===== src/rtl/muller_pkg.sv =====
package muller_pkg;

  // Muller C-element: follows the inputs when they agree, otherwise holds.
  function automatic logic cElem(input logic a, input logic b, input logic hold);
    return (a & b) | (hold & (a | b));
  endfunction

endpackage


===== src/rtl/muller_ctrl.sv =====
module muller_ctrl
  import muller_pkg::*;
#(
  parameter int STAGES = 4
) (
  input  logic              clk,
  input  logic              rstN,
  input  logic              inReq,
  input  logic              outAck,
  output logic [STAGES-1:0] stageState,
  output logic [STAGES-1:0] loadEn
);

  logic [STAGES-1:0] reqVec;
  logic [STAGES-1:0] ackVec;
  logic [STAGES-1:0] nextState;

  for (genvar i = 0; i < STAGES; i++) begin : g_stage
    if (i == 0) begin : g_first
      assign reqVec[i] = inReq;
    end else begin : g_mid_req
      assign reqVec[i] = stageState[i-1];
    end
    if (i == STAGES - 1) begin : g_last
      assign ackVec[i] = outAck;
    end else begin : g_mid_ack
      assign ackVec[i] = stageState[i+1];
    end

    assign nextState[i] = cElem(reqVec[i], ~ackVec[i], stageState[i]);
    assign loadEn[i]    = nextState[i] & ~stageState[i];

    always_ff @(posedge clk or negedge rstN) begin
      if (!rstN) stageState[i] <= 1'b0;
      else       stageState[i] <= nextState[i];
    end


    c_element_hold_chk: assert property (@(posedge clk) disable iff (!rstN)
      !$stable(stageState[i]) |-> ($past(reqVec[i]) == !$past(ackVec[i])));
  end

endmodule


===== src/rtl/muller_data.sv =====
module muller_data #(
  parameter int WIDTH  = 8,
  parameter int STAGES = 4
) (
  input  logic              clk,
  input  logic              rstN,
  input  logic [WIDTH-1:0]  inData,
  input  logic [STAGES-1:0] loadEn,
  output logic [WIDTH-1:0]  outData
);

  logic [WIDTH-1:0] slot [STAGES];

  for (genvar i = 0; i < STAGES; i++) begin : g_slot
    logic [WIDTH-1:0] src;
    if (i == 0) begin : g_src_in
      assign src = inData;
    end else begin : g_src_prev
      assign src = slot[i-1];
    end

    always_ff @(posedge clk or negedge rstN) begin
      if (!rstN)          slot[i] <= '0;
      else if (loadEn[i]) slot[i] <= src;
    end


    slot_load_only_chk: assert property (@(posedge clk) disable iff (!rstN)
      !$stable(slot[i]) |-> $past(loadEn[i]));
  end

  assign outData = slot[STAGES-1];

endmodule


===== src/rtl/muller_fifo.sv =====
module muller_fifo #(
  parameter int WIDTH  = 8,
  parameter int STAGES = 4
) (
  input  logic             clk,
  input  logic             rstN,
  input  logic             inReq,
  input  logic [WIDTH-1:0] inData,
  output logic             inAck,
  output logic             outReq,
  output logic [WIDTH-1:0] outData,
  input  logic             outAck
);

  localparam int HELD = STAGES / 2;

  if (STAGES < 2 || (STAGES % 2) != 0) begin : g_bad_cfg
    $error("muller_fifo: STAGES must be even and at least 2");
  end

  logic [STAGES-1:0] stageState;
  logic [STAGES-1:0] loadEn;

  muller_ctrl #(.STAGES(STAGES)) u_ctrl (
    .clk       (clk),
    .rstN      (rstN),
    .inReq     (inReq),
    .outAck    (outAck),
    .stageState(stageState),
    .loadEn    (loadEn)
  );

  muller_data #(.WIDTH(WIDTH), .STAGES(STAGES)) u_data (
    .clk    (clk),
    .rstN   (rstN),
    .inData (inData),
    .loadEn (loadEn),
    .outData(outData)
  );

  assign inAck  = stageState[0];
  assign outReq = stageState[STAGES-1];


  in_ack_rise_chk: assert property (@(posedge clk) disable iff (!rstN)
    $rose(inAck) |-> $past(inReq));

  in_ack_fall_chk: assert property (@(posedge clk) disable iff (!rstN)
    $fell(inAck) |-> !$past(inReq));

  out_req_rise_chk: assert property (@(posedge clk) disable iff (!rstN)
    $rose(outReq) |-> !$past(outAck));

  out_req_fall_chk: assert property (@(posedge clk) disable iff (!rstN)
    $fell(outReq) |-> $past(outAck));

  out_data_hold_chk: assert property (@(posedge clk) disable iff (!rstN)
    (outReq && $past(outReq)) |-> $stable(outData));

  occupancy_limit_chk: assert property (@(posedge clk) disable iff (!rstN)
    $countones(loadEn) <= HELD);

endmodule


===== config.mk =====
export PLATFORM = sky130hd
export DESIGN_NAME = muller_fifo
export DESIGN_NICKNAME = d
export VERILOG_FILES = /design/src/rtl/muller_pkg.sv /design/src/rtl/muller_ctrl.sv /design/src/rtl/muller_data.sv /design/src/rtl/muller_fifo.sv
export SDC_FILE = /design/constraint.sdc
export NUM_CORES = 1
export LEC_CHECK = 0
export BUFFER_PORTS_ARGS = -buffer_cell sky130_fd_sc_hd__buf_2
export CAP_MARGIN = 20
export CORE_ASPECT_RATIO = 1.4
export CORE_UTILIZATION = 30
export DETAILED_ROUTE_END_ITERATION = 12
export GPL_TIMING_DRIVEN = 1
export SLEW_MARGIN = 20
export SYNTH_ARGS = -nofsm -noshare
export SYNTH_HDL_FRONTEND = slang
export SYNTH_SLANG_ARGS = --single-unit
export TNS_END_PERCENT = 5

===== constraint.sdc =====
create_clock -name clk -period 1.8 [get_ports clk]
set_clock_uncertainty 0.05 [all_clocks]
set_input_delay 0 -clock clk [delete_from_list [all_inputs] [get_ports clk]]
set_output_delay 0 -clock clk [all_outputs]
set_load 0.02 [all_outputs]

==> qor.tcl, run 1 <==
set qor(slew_headroom) 0.4996
set qor(routed_via_density) 4.176
set qor(syn_avg_cell_area_um2) 16.71
set qor(cts-root-to-sink-buffers) 2
set qor(comb_power_share) 0.333
set qor(worst_setup_path_start_kind) {flip-flop}
set qor(cts_inserted_buffers) 5
set qor(syn-cell-area_um2) 1404
set qor(congestion_overflow_gr) 0
set qor(initial_antenna_violation_count) 0
set qor(crit_buf_inv) 0
set qor(final_period_minus_worst_setup_slack_ns) 1.547
set qor(setup_total_negative_slack_ns) 0
set qor(cp_slowest_stage_delay_ns) 0.53
set qor(start_util) 0.3120
set qor(finalNetCount) 132
set qor(slowest_stage_cell_cp) {sky130_fd_sc_hd__dfrtp_1}
set qor(dp_hpwl_mm) 1.495
set qor(run_status) {complete, no violations}
set qor(unrepaired_setup_endpoints_after_global_routing) {no}
set qor(ant_nets) 0
set qor(synth_largest_type_area_fraction) 0.6417
set qor(yosys_warning_total) 0
set qor(maxSlewViolCount) 0
set qor(irDropWorstVdd_uv) 467.9
set qor(cp.required_ns) 1.91
set qor(mappedNetlistNets) 96
set qor(seq_power_share) 0.500
set qor(syn2layout_area_growth_pct) 24.60
set qor(floorplan.die.width_um) 59.82
set qor(drcViolationCount) 0
set qor(via_count) 760
set qor(synthDominantAreaCellType) {sky130_fd_sc_hd__dfrtp_1}
set qor(final_layout_size_suffix_gt1_frac) 0.5250
set qor(tightestPinTransition_ns) 0.7507
set qor(grt_pass1_wl_mm) 3.663
set qor(fp.coreArea_um2) 4499
set qor(cts.reportedPaths.clkPinSlew_ns) 0.06
set qor(footprint_of_the_multi_input_gates_um2) 480.5
set qor(clock.fmax_mhz) 646.2
set qor(clk_latency_ns) 0.28
set qor(diodes) 0
set qor(hold_viol) 0
set qor(power.density_cell_area_nw_per_um2) 1714
set qor(p_leak_uw) 0.0007773
set qor(maxCapViolations) 0
set qor(cts_root_buffer) {sky130_fd_sc_hd__clkbuf_8}
set qor(final_wirelength_mm) 1.997
set qor(report.power.total_uw) 2999
set qor(floorplan.io_pins) 22
set qor(p_sw_frac) 0.3089
set qor(cts_sinks) 36
set qor(timing.setup.critical_path_class) {flip-flop to flip-flop}
set qor(die_h_um) 82.94
set qor(arrival_ns) 1.66
set qor(dr.pass1.iters) 4
set qor(fp.dieArea_um2) 4961
set qor(port_buffers) 21
set qor(first_iter_violations) 15
set qor(worstSetupEndpointType) {flip-flop}
set qor(grt_util_all_layers) 0.09984
set qor(n_fill_cell) 460
set qor(switchingPower_uw) 926.2
set qor(grt_max_degree) 37
set qor(timing.critical_path.max_delay_family) {flip-flops}
set qor(gp_congestion) 0.6663
set qor(grt_pass1_vias) 789
set qor(netlist_top_cells_area) {sky130_fd_sc_hd__dfrtp_1 64%, sky130_fd_sc_hd__mux2_2 26%, sky130_fd_sc_hd__nor3b_4 5.3%}
set qor(ys_types) 9
set qor(route.detailed.wl_per_inst_um) 10.97
set qor(highest_net_fanout_along_the_worst_path) 8
set qor(layout.area.seq_um2) 900.9
set qor(crit_path_cell_trace) {nor3b_4 -> mux2_2}
set qor(netlist_instances) 84
set qor(share_of_synthesized_area_occupied_by_flip_flops_and_latches) 0.6417
set qor(placement_rows) 29
set qor(cts_tree) {yes}
set qor(report.final.setup_viol) 0
set qor(power_report.internal_total_uw) 2072
set qor(ff_latch_count_synth) 36
set qor(power.share.clock) 0.167
set qor(hold_class) {input pin to flip-flop}
set qor(final_period_utilization) 0.8597
set qor(cts_htree_levels) 2
-- logic make-up (layout without fill, tap and decap cells) --
logic type	after synthesis	after routing	synth area share
AOI/OAI and AO/OA	2	2	0.007130
adders and majority gates	2	2	0.01426
buffers and inverters	4	40	0.01604
DFF	36	36	0.6417
muxes	32	32	0.2567
and+or+nand+nor	8	8	0.06417
-- state kept, by name, indices dropped and copies added, names as in the netlist --
signal / count
u_ctrl.stageState: 4
u_data.g_slot.src: 24
u_data.outData: 8
-- metal layers --
metal,vias up,part of all wire,global-route usage
met2,21,0.53,0.1535
met4,0,0.017,0.06342
met3,2,0.050,0.03738
met5,-,0,0
li1,366,-,-
met1,371,0.40,0.1127
-- what timing repair did --
| item | 4_1_cts | 5_1_grt |
|---|---|---|
| hold buffers | 10 | 0 |
| buffers inserted | 0 | 0 |
| resized for setup | 0 | 0 |
| endpoints found under the hold margin | 45 | 0 |
-- worst register-to-register path, delay by kind of cell (launching register included) --
kind	cells	cell delay (ns)
flops	1	0.53
simple gates	1	0.47
mux	1	0.39
-- final cells by class --
| type | count | share of cell area |
|---|---|---|
| clock inverters | 1 | 0.002861 |
| well taps | 62 | 0.04435 |
| multi-input cells | 44 | 0.2747 |
| repair buffers | 31 | 0.1173 |
| clock buffers | 6 | 0.04149 |
| inverters | 2 | 0.004292 |
| flip-flops and latches | 36 | 0.5150 |
-- power groups by stage --
stage / combinational, uW / sequential (uW) / clock, uW
floorplan: 725 / 1540 / 0
global placement: 960 / 1500 / 0
detailed placement: 1000 / 1520 / 0
CTS: 1020 / 1510 / 526
global route: 1100 / 1570 / 561
finish: 999 / 1500 / 501
-- cells in the mapped netlist (all sizes together) --
| cell type | number |
|---|---|
| dfrtp | 36 |
| mux2 | 32 |
| nor3b | 4 |
| buf | 2 |
| inv | 2 |
| maj3 | 2 |
| nand2 | 2 |
| nor2 | 2 |
| o21ai | 2 |
-- worst paths after layout --
| kind | cells past startpoint | from | endpoint | slack, ns |
|---|---|---|---|---|
| min in group asynchronous | 2 | rstN | u_data.outData[5] | 0.28 |
| max in group asynchronous | 2 | rstN | u_data.g_slot[2].src[0] | 0.94 |
| max | 2 | u_ctrl.stageState[1] | u_data.g_slot[3].src[6] | 0.25 |
| min | 3 | outAck | u_ctrl.stageState[3] | 0.05 |
| max reg2reg | 2 | u_ctrl.stageState[1] | u_data.g_slot[3].src[6] | 0.25 |
| min reg2reg | 1 | u_data.g_slot[1].src[1] | u_data.g_slot[2].src[1] | 0.45 |
-- layout by cell type, fill, tap and decap left out, drive strengths merged --
| master | count |
|---|---|
| dfrtp | 36 |
| nor2 | 2 |
| dlygate4sd3 | 10 |
| clkinv | 1 |
| maj3 | 2 |
| clkbuf | 6 |
| nor3b | 4 |
| o21ai | 2 |
| inv | 2 |
| mux2 | 32 |
| nand2 | 2 |
| buf | 21 |
-- metrics by stage --
stage | worst slack (ns) | hold WS [ns] | utilization | cell area (um2) | instances
after floorplan | 0.3268 | -0.3456 | - | 1404 | 84
after global placement | 0.2820 | 0.05180 | 0.3493 | 1572 | 165
after detailed placement | 0.2343 | 0.07224 | 0.3493 | 1572 | 165
after CTS | 0.2237 | 0.04693 | 0.3888 | 1749 | 182
after global routing | 0.1662 | 0.05596 | 0.3888 | 1749 | 182
final | 0.2526 | 0.04947 | 0.3888 | 1749 | 182
No activity file was read; power rests on OpenSTA's default activity.
==> run 2: changes to the inputs <==
Settings changed: ABC_AREA set to 1, CTS_CLUSTER_DIAMETER set to 30, SKIP_CTS_REPAIR_TIMING set to 1.
==> run 2 against run 1 <==
  * Sequential share of layout area decreased by 2.5 points
  * Utilization decreased by 0.65 points
  * Clock power increased by 22%
  * Power increased by 4.8%
  * Synthesized cell count increased by 89%
  * First-iteration DRC count increased by 120%
  * Hold slack got worse by 0.038 ns
  * Register-to-register slack improved by 0.22 ns
  * Count of clock-buffer cells in the layout increased by 1
  * Highest routed layer unchanged
  * Flip-flop and latch count unchanged
  * Worst setup slack improved by 0.22 ns
  * Final cell count increased by 40%
==> qor.tcl, run 2 <==
set qor(rr_startpoint) {u_ctrl.stageState[0]}
set qor(final_layout_size_suffix_gt1_frac) 0.1990
set qor(cts_inserted_buffers) 5
set qor(setup_total_negative_slack_ns) 0
set qor(yosys_most_used_dff) {sky130_fd_sc_hd__dfrtp_1}
set qor(count_of_cells_along_the_worst_hold_path) 3
set qor(final_period_utilization) 0.7357
set qor(syn_avg_cell_area_um2) 9.396
set qor(power.density_cell_area_nw_per_um2) 1711
set qor(slew_headroom) 0.4769
set qor(cts_sinks) 36
set qor(clock.fmax_mhz) 755.1
set qor(gp_congestion) 0.6715
set qor(timing.setup.critical_path_class) {flip-flop to flip-flop}
set qor(arrival_ns) 1.45
set qor(routed_via_density) 4.698
set qor(share_of_synthesized_area_occupied_by_flip_flops_and_latches) 0.6030
set qor(post-synth-top-count-cell) {sky130_fd_sc_hd__nand2_1}
set qor(hold_class) {input pin to flip-flop}
set qor(power.share.clock) 0.195
set qor(grt_max_degree) 37
set qor(place_inst) 238
set qor(cp.required_ns) 1.92
set qor(start_util) 0.3109
set qor(grt_pass1_wl_mm) 5.181
set qor(cts-root-to-sink-buffers) 2
set qor(report.final.setup_viol) 0
set qor(maxCapViolations) 0
set qor(congestion_overflow_gr) 0
set qor(p_leak_uw) 0.0009625
set qor(power_report.internal_total_uw) 1884
set qor(synth_async_sr_flop_share) 1.000
set qor(switchingPower_uw) 1259
set qor(largest_register_ff_count) 24
set qor(crit_path_cell_trace) {inv_2 -> nand3_2 -> nand2_1 -> nand2_1}
set qor(worst_r2r_path_depth) 4
set qor(netlist_top_cells_count) {66 x sky130_fd_sc_hd__nand2_1, 36 x sky130_fd_sc_hd__dfrtp_1, 32 x sky130_fd_sc_hd__nand4_1}
set qor(via_count) 1198
set qor(finalNetCount) 203
set qor(first_iter_violations) 33
set qor(min_from) {inReq}
set qor(layout.cells.most_common) {sky130_fd_sc_hd__nand2_1}
set qor(tightestPinTransition_ns) 0.7847
set qor(cts_root_buffer) {sky130_fd_sc_hd__clkbuf_8}
set qor(floorplan.io_pins) 22
set qor(hold_viol) 0
set qor(path_common_cell) {sky130_fd_sc_hd__nand2_1}
set qor(netlist_top_cells_area) {sky130_fd_sc_hd__dfrtp_1 60%, sky130_fd_sc_hd__nand2_1 17%, sky130_fd_sc_hd__nand4_1 13%}
set qor(mappedNetlistNets) 171
set qor(cp_slowest_stage_delay_ns) 0.54
set qor(clk_latency_ns) 0.28
set qor(r2r_setup_slk_ns) 0.48
set qor(run_status) {complete, no violations}
set qor(yosys_warning_total) 0
set qor(irDropWorstVdd_uv) 602.8
set qor(worstSetupEndpointType) {flip-flop}
set qor(cts_tree) {yes}
set qor(cts.reportedPaths.clkPinSlew_ns) 0.06
set qor(route.detailed.wl_per_inst_um) 11.34
set qor(grt_pass1_vias) 1190
set qor(synthDominantAreaCellType) {sky130_fd_sc_hd__dfrtp_1}
set qor(maxSlewViolCount) 0
set qor(cts_htree_levels) 2
set qor(fp.coreArea_um2) 4805
set qor(placement_rows) 30
set qor(detailedPlace.worstSlack_ns) 0.4907
set qor(worstHoldEndpoint) {u_ctrl.stageState[0]}
set qor(drcViolationCount) 0
set qor(final_wirelength_mm) 2.891
set qor(finalHoldWorstSlack_ns) 0.01128
set qor(initial_antenna_violation_count) 0
set qor(final_period_minus_worst_setup_slack_ns) 1.324
set qor(highest_net_fanout_along_the_worst_path) 13
set qor(comb_power_share) 0.351
set qor(grt_util_all_layers) 0.1318
set qor(worst_setup_path_start_kind) {flip-flop}
set qor(final_cells) 255
set qor(dr.pass1.iters) 4
set qor(layout_setup_ws_ns) 0.4757
set qor(diodes) 0
set qor(rr_endpoint) {u_data.g_slot[1].src[1]}
set qor(ff_latch_count_synth) 36
set qor(die_h_um) 85.50
set qor(seq_power_share) 0.454
set qor(p_sw_frac) 0.4006
set qor(ant_nets) 0
set qor(synth-edff-count) 0
set qor(syn2layout_area_growth_pct) 22.95
set qor(floorplan.die.width_um) 61.64
set qor(syn-cell-area_um2) 1494
set qor(dp_hpwl_mm) 1.955
set qor(report.power.total_uw) 3143
set qor(fp.dieArea_um2) 5270
set qor(port_buffers) 21
set qor(slowest_stage_cell_cp) {sky130_fd_sc_hd__dfrtp_1}
set qor(ys_types) 12
set qor(most_frequent_cells_in_the_layout) {66 x sky130_fd_sc_hd__nand2_1, 36 x sky130_fd_sc_hd__dfrtp_1, 32 x sky130_fd_sc_hd__nand4_1}
set qor(unrepaired_setup_endpoints_after_global_routing) {no}
set qor(synth_largest_type_area_fraction) 0.6030
set qor(netlist_instances) 159
## run 2: layer usage
| metal | global-route usage | wire, um | vias up |
|---|---|---|---|
| li1 | - | - | 604 |
| met4 | 0.05657 | 57 | 0 |
| met5 | 0 | 0 | - |
| met2 | 0.2297 | 1471 | 25 |
| met3 | 0.04072 | 120 | 6 |
| met1 | 0.1409 | 1241 | 563 |
## run 2: worst max path at each step
stage	from	end	cells after the start
after floorplan	u_ctrl.stageState[3]	u_data.outData[0]	4
after global placement	u_ctrl.stageState[0]	u_data.g_slot[1].src[6]	4
after detailed placement	u_ctrl.stageState[0]	u_data.g_slot[1].src[7]	4
after CTS	u_ctrl.stageState[0]	u_data.g_slot[1].src[1]	4
after global routing	u_ctrl.stageState[0]	u_data.g_slot[1].src[7]	4
final	u_ctrl.stageState[0]	u_data.g_slot[1].src[1]	4
## run 2: worst max-delay path, delay by kind of cell (launching register included)
| kind | cells | cell delay, ns |
|---|---|---|
| AND/OR/NAND/NOR | 3 | 0.36 |
| flip-flops | 1 | 0.54 |
| buffers and inverters | 1 | 0.25 |
## run 2: through the flow
| step | instance area [um2] | util |
|---|---|---|
| after CTS | 1737 | 0.3615 |
| final | 1837 | 0.3823 |
| after detailed placement | 1640 | 0.3414 |
| after floorplan | 1494 | - |
| after global placement | 1640 | 0.3414 |
| after global routing | 1837 | 0.3823 |
## run 2: kinds of logic after synthesis
logic type | share of synthesized area
flops | 0.6030
buf+inv | 0.05360
simple gates | 0.3199
compound gates | 0.02345
## run 2: final cells by class
| type | instances | area (um2) |
|---|---|---|
| fillers | 547 | 2968 |
| flip-flops and latches | 36 | 900.9 |
| multi-input cells | 109 | 513.0 |
| repair buffers | 34 | 227.7 |
| clock buffers | 7 | 96.34 |
| well taps | 64 | 80.08 |
| inverters | 5 | 18.77 |
## run 2: power by group through the flow
stage	logic (uW)	clock network, uW	registers, uW
after floorplan	736	0	1520
after global placement	1080	0	1430
after detailed placement	1110	0	1440
after CTS	1110	625	1430
after global routing	1300	673	1490
final	1100	612	1430
==> run 3: changes to the inputs <==
Clock period 1.8 ns to 1.3 ns, I/O delays scaled along.
==> run 3 against run 2 <==
  * The run now ends with hold timing left
  * Count of clock-buffer cells in the layout shrank 1
  * Largest cell class unchanged
  * Global-route usage shrank 1.2 points
  * First-iteration DRC count shrank 58%
==> qor.tcl, run 3 (synthesized netlist as in run 2, its figures left out) <==
set qor(syn2layout_area_growth_pct) 26.72
set qor(final_period_minus_worst_setup_slack_ns) 1.125
set qor(cts_htree_levels) 2
set qor(final_period_utilization) 0.8657
set qor(place_inst) 244
set qor(final_layout_size_suffix_gt1_frac) 0.2222
set qor(report.final.setup_viol) 0
set qor(worst_setup_path_start_kind) {input pin}
set qor(cts_tree) {yes}
set qor(arrival_ns) 1.25
set qor(maxCapViolations) 0
set qor(min_from) {inReq}
set qor(via_count) 1163
set qor(cts_root_buffer) {sky130_fd_sc_hd__clkbuf_8}
set qor(diodes) 0
set qor(count_of_cells_along_the_worst_hold_path) 3
set qor(irDropWorstVdd_uv) 820.2
set qor(hold_class) {input pin to flip-flop}
set qor(final_wirelength_mm) 2.652
set qor(highest_net_fanout_along_the_worst_path) 10
set qor(final_area_um2) 1893
set qor(layout.cells.most_common) {sky130_fd_sc_hd__nand2_1}
set qor(start_point_of_the_critical_path) {outAck}
set qor(first_iter_violations) 14
set qor(finalNetCount) 209
set qor(grt_pass1_vias) 1075
set qor(clock.fmax_mhz) 888.5
set qor(setup_total_negative_slack_ns) 0
set qor(rr_endpoint) {u_data.g_slot[3].src[7]}
set qor(p_leak_uw) 0.0009966
set qor(maxSlewViolCount) 0
set qor(r2r_setup_slk_ns) 0.19
set qor(timing.setup.critical_path_class) {input pin to flip-flop}
set qor(route.detailed.wl_per_inst_um) 10.12
set qor(gp_congestion) 0.6744
set qor(cp.required_ns) 1.43
set qor(floorplan.die.width_um) 61.64
set qor(cts-root-to-sink-buffers) 2
set qor(ant_nets) 0
set qor(most_frequent_cells_in_the_layout) {66 x sky130_fd_sc_hd__nand2_1, 36 x sky130_fd_sc_hd__dfrtp_1, 32 x sky130_fd_sc_hd__nand4_1}
set qor(hold_viol) 1
set qor(cts_inserted_buffers) 5
set qor(grt_max_degree) 37
set qor(worst_r2r_path_depth) 4
set qor(die_h_um) 85.50
set qor(drcViolationCount) 0
set qor(congestion_overflow_gr) 0
set qor(grt_pass1_wl_mm) 4.698
set qor(unrepaired_setup_endpoints_after_global_routing) {no}
set qor(floorplan.io_pins) 22
set qor(largest_register_ff_count) 24
set qor(cts_sinks) 36
set qor(detailed_place.area_um2) 1685
set qor(clk_latency_ns) 0.28
set qor(tightestPinTransition_ns) 0.4339
set qor(grt_util_all_layers) 0.1198
set qor(dr.pass1.iters) 4
set qor(detailedPlace.worstSlack_ns) 0.1750
set qor(port_buffers) 21
set qor(worstHoldEndpoint) {u_ctrl.stageState[0]}
set qor(routed_via_density) 4.439
set qor(layout_setup_ws_ns) 0.1746
set qor(initial_antenna_violation_count) 0
set qor(fp.dieArea_um2) 5270
set qor(violations) {hold timing}
set qor(fp.coreArea_um2) 4805
set qor(finalHoldWorstSlack_ns) -0.001394
set qor(rr_startpoint) {u_ctrl.stageState[2]}
set qor(final_cells) 262
set qor(placement_rows) 30
set qor(slew_headroom) 0.7107
set qor(dp_hpwl_mm) 1.898
set qor(power.density_cell_area_nw_per_um2) 2385
set qor(run_status) {finished with violations}
set qor(start_util) 0.3109
set qor(cts.reportedPaths.clkPinSlew_ns) 0.06
set qor(worstSetupEndpointType) {flip-flop}
run 3: report_power, final:
part / switching, uW / internal, uW
clock network: 371 / 568
logic: 1040 / 591
registers: 299 / 1640
run 3: layout make-up:
type                    instances  area (um2)
fillers                       545        2912
well taps                      64       80.08
repair buffers                 40       272.8
clock inverters                 2       35.03
flip-flops and latches         36       900.9
inverters                       5       18.77
multi-input cells             109       513.0
clock buffers                   6       72.57
run 3: metrics by stage:
| stage | power, uW | utilization |
|---|---|---|
| CTS | 4558 | 0.3732 |
| floorplan | 3122 | - |
| global placement | 3571 | 0.3508 |
| detailed placement | 3605 | 0.3508 |
| global route | 4960 | 0.3940 |
| finish | 4514 | 0.3940 |
run 3: worst max-delay path: stages:
cell                            delay (ns)
sky130_fd_sc_hd__dlygate4sd3_1        0.53
sky130_fd_sc_hd__buf_2                0.13
sky130_fd_sc_hd__inv_2                0.13
sky130_fd_sc_hd__nand3_1              0.28
sky130_fd_sc_hd__nand2_1              0.13
sky130_fd_sc_hd__nand2_1              0.05
run 3: routing by layer:
layer  GRT usage  vias to the layer above  wire length [um]
li1            -                      621                 -
met1      0.1248                      510              1089
met2      0.2111                       26              1391
met3     0.04072                        6               117
met4     0.04848                        0                54
met5           0                        -                 0
run 3: worst max path at each step:
stage               cells after the start  slack (ns)                       to
detailed placement                      4        0.17  u_data.g_slot[3].src[7]
global route                            4        0.04  u_data.g_slot[3].src[4]
finish                                  6        0.17        u_data.outData[5]
floorplan                               4        0.20        u_data.outData[0]
CTS                                     4        0.16  u_data.g_slot[3].src[7]
global placement                        4        0.20        u_data.outData[6]
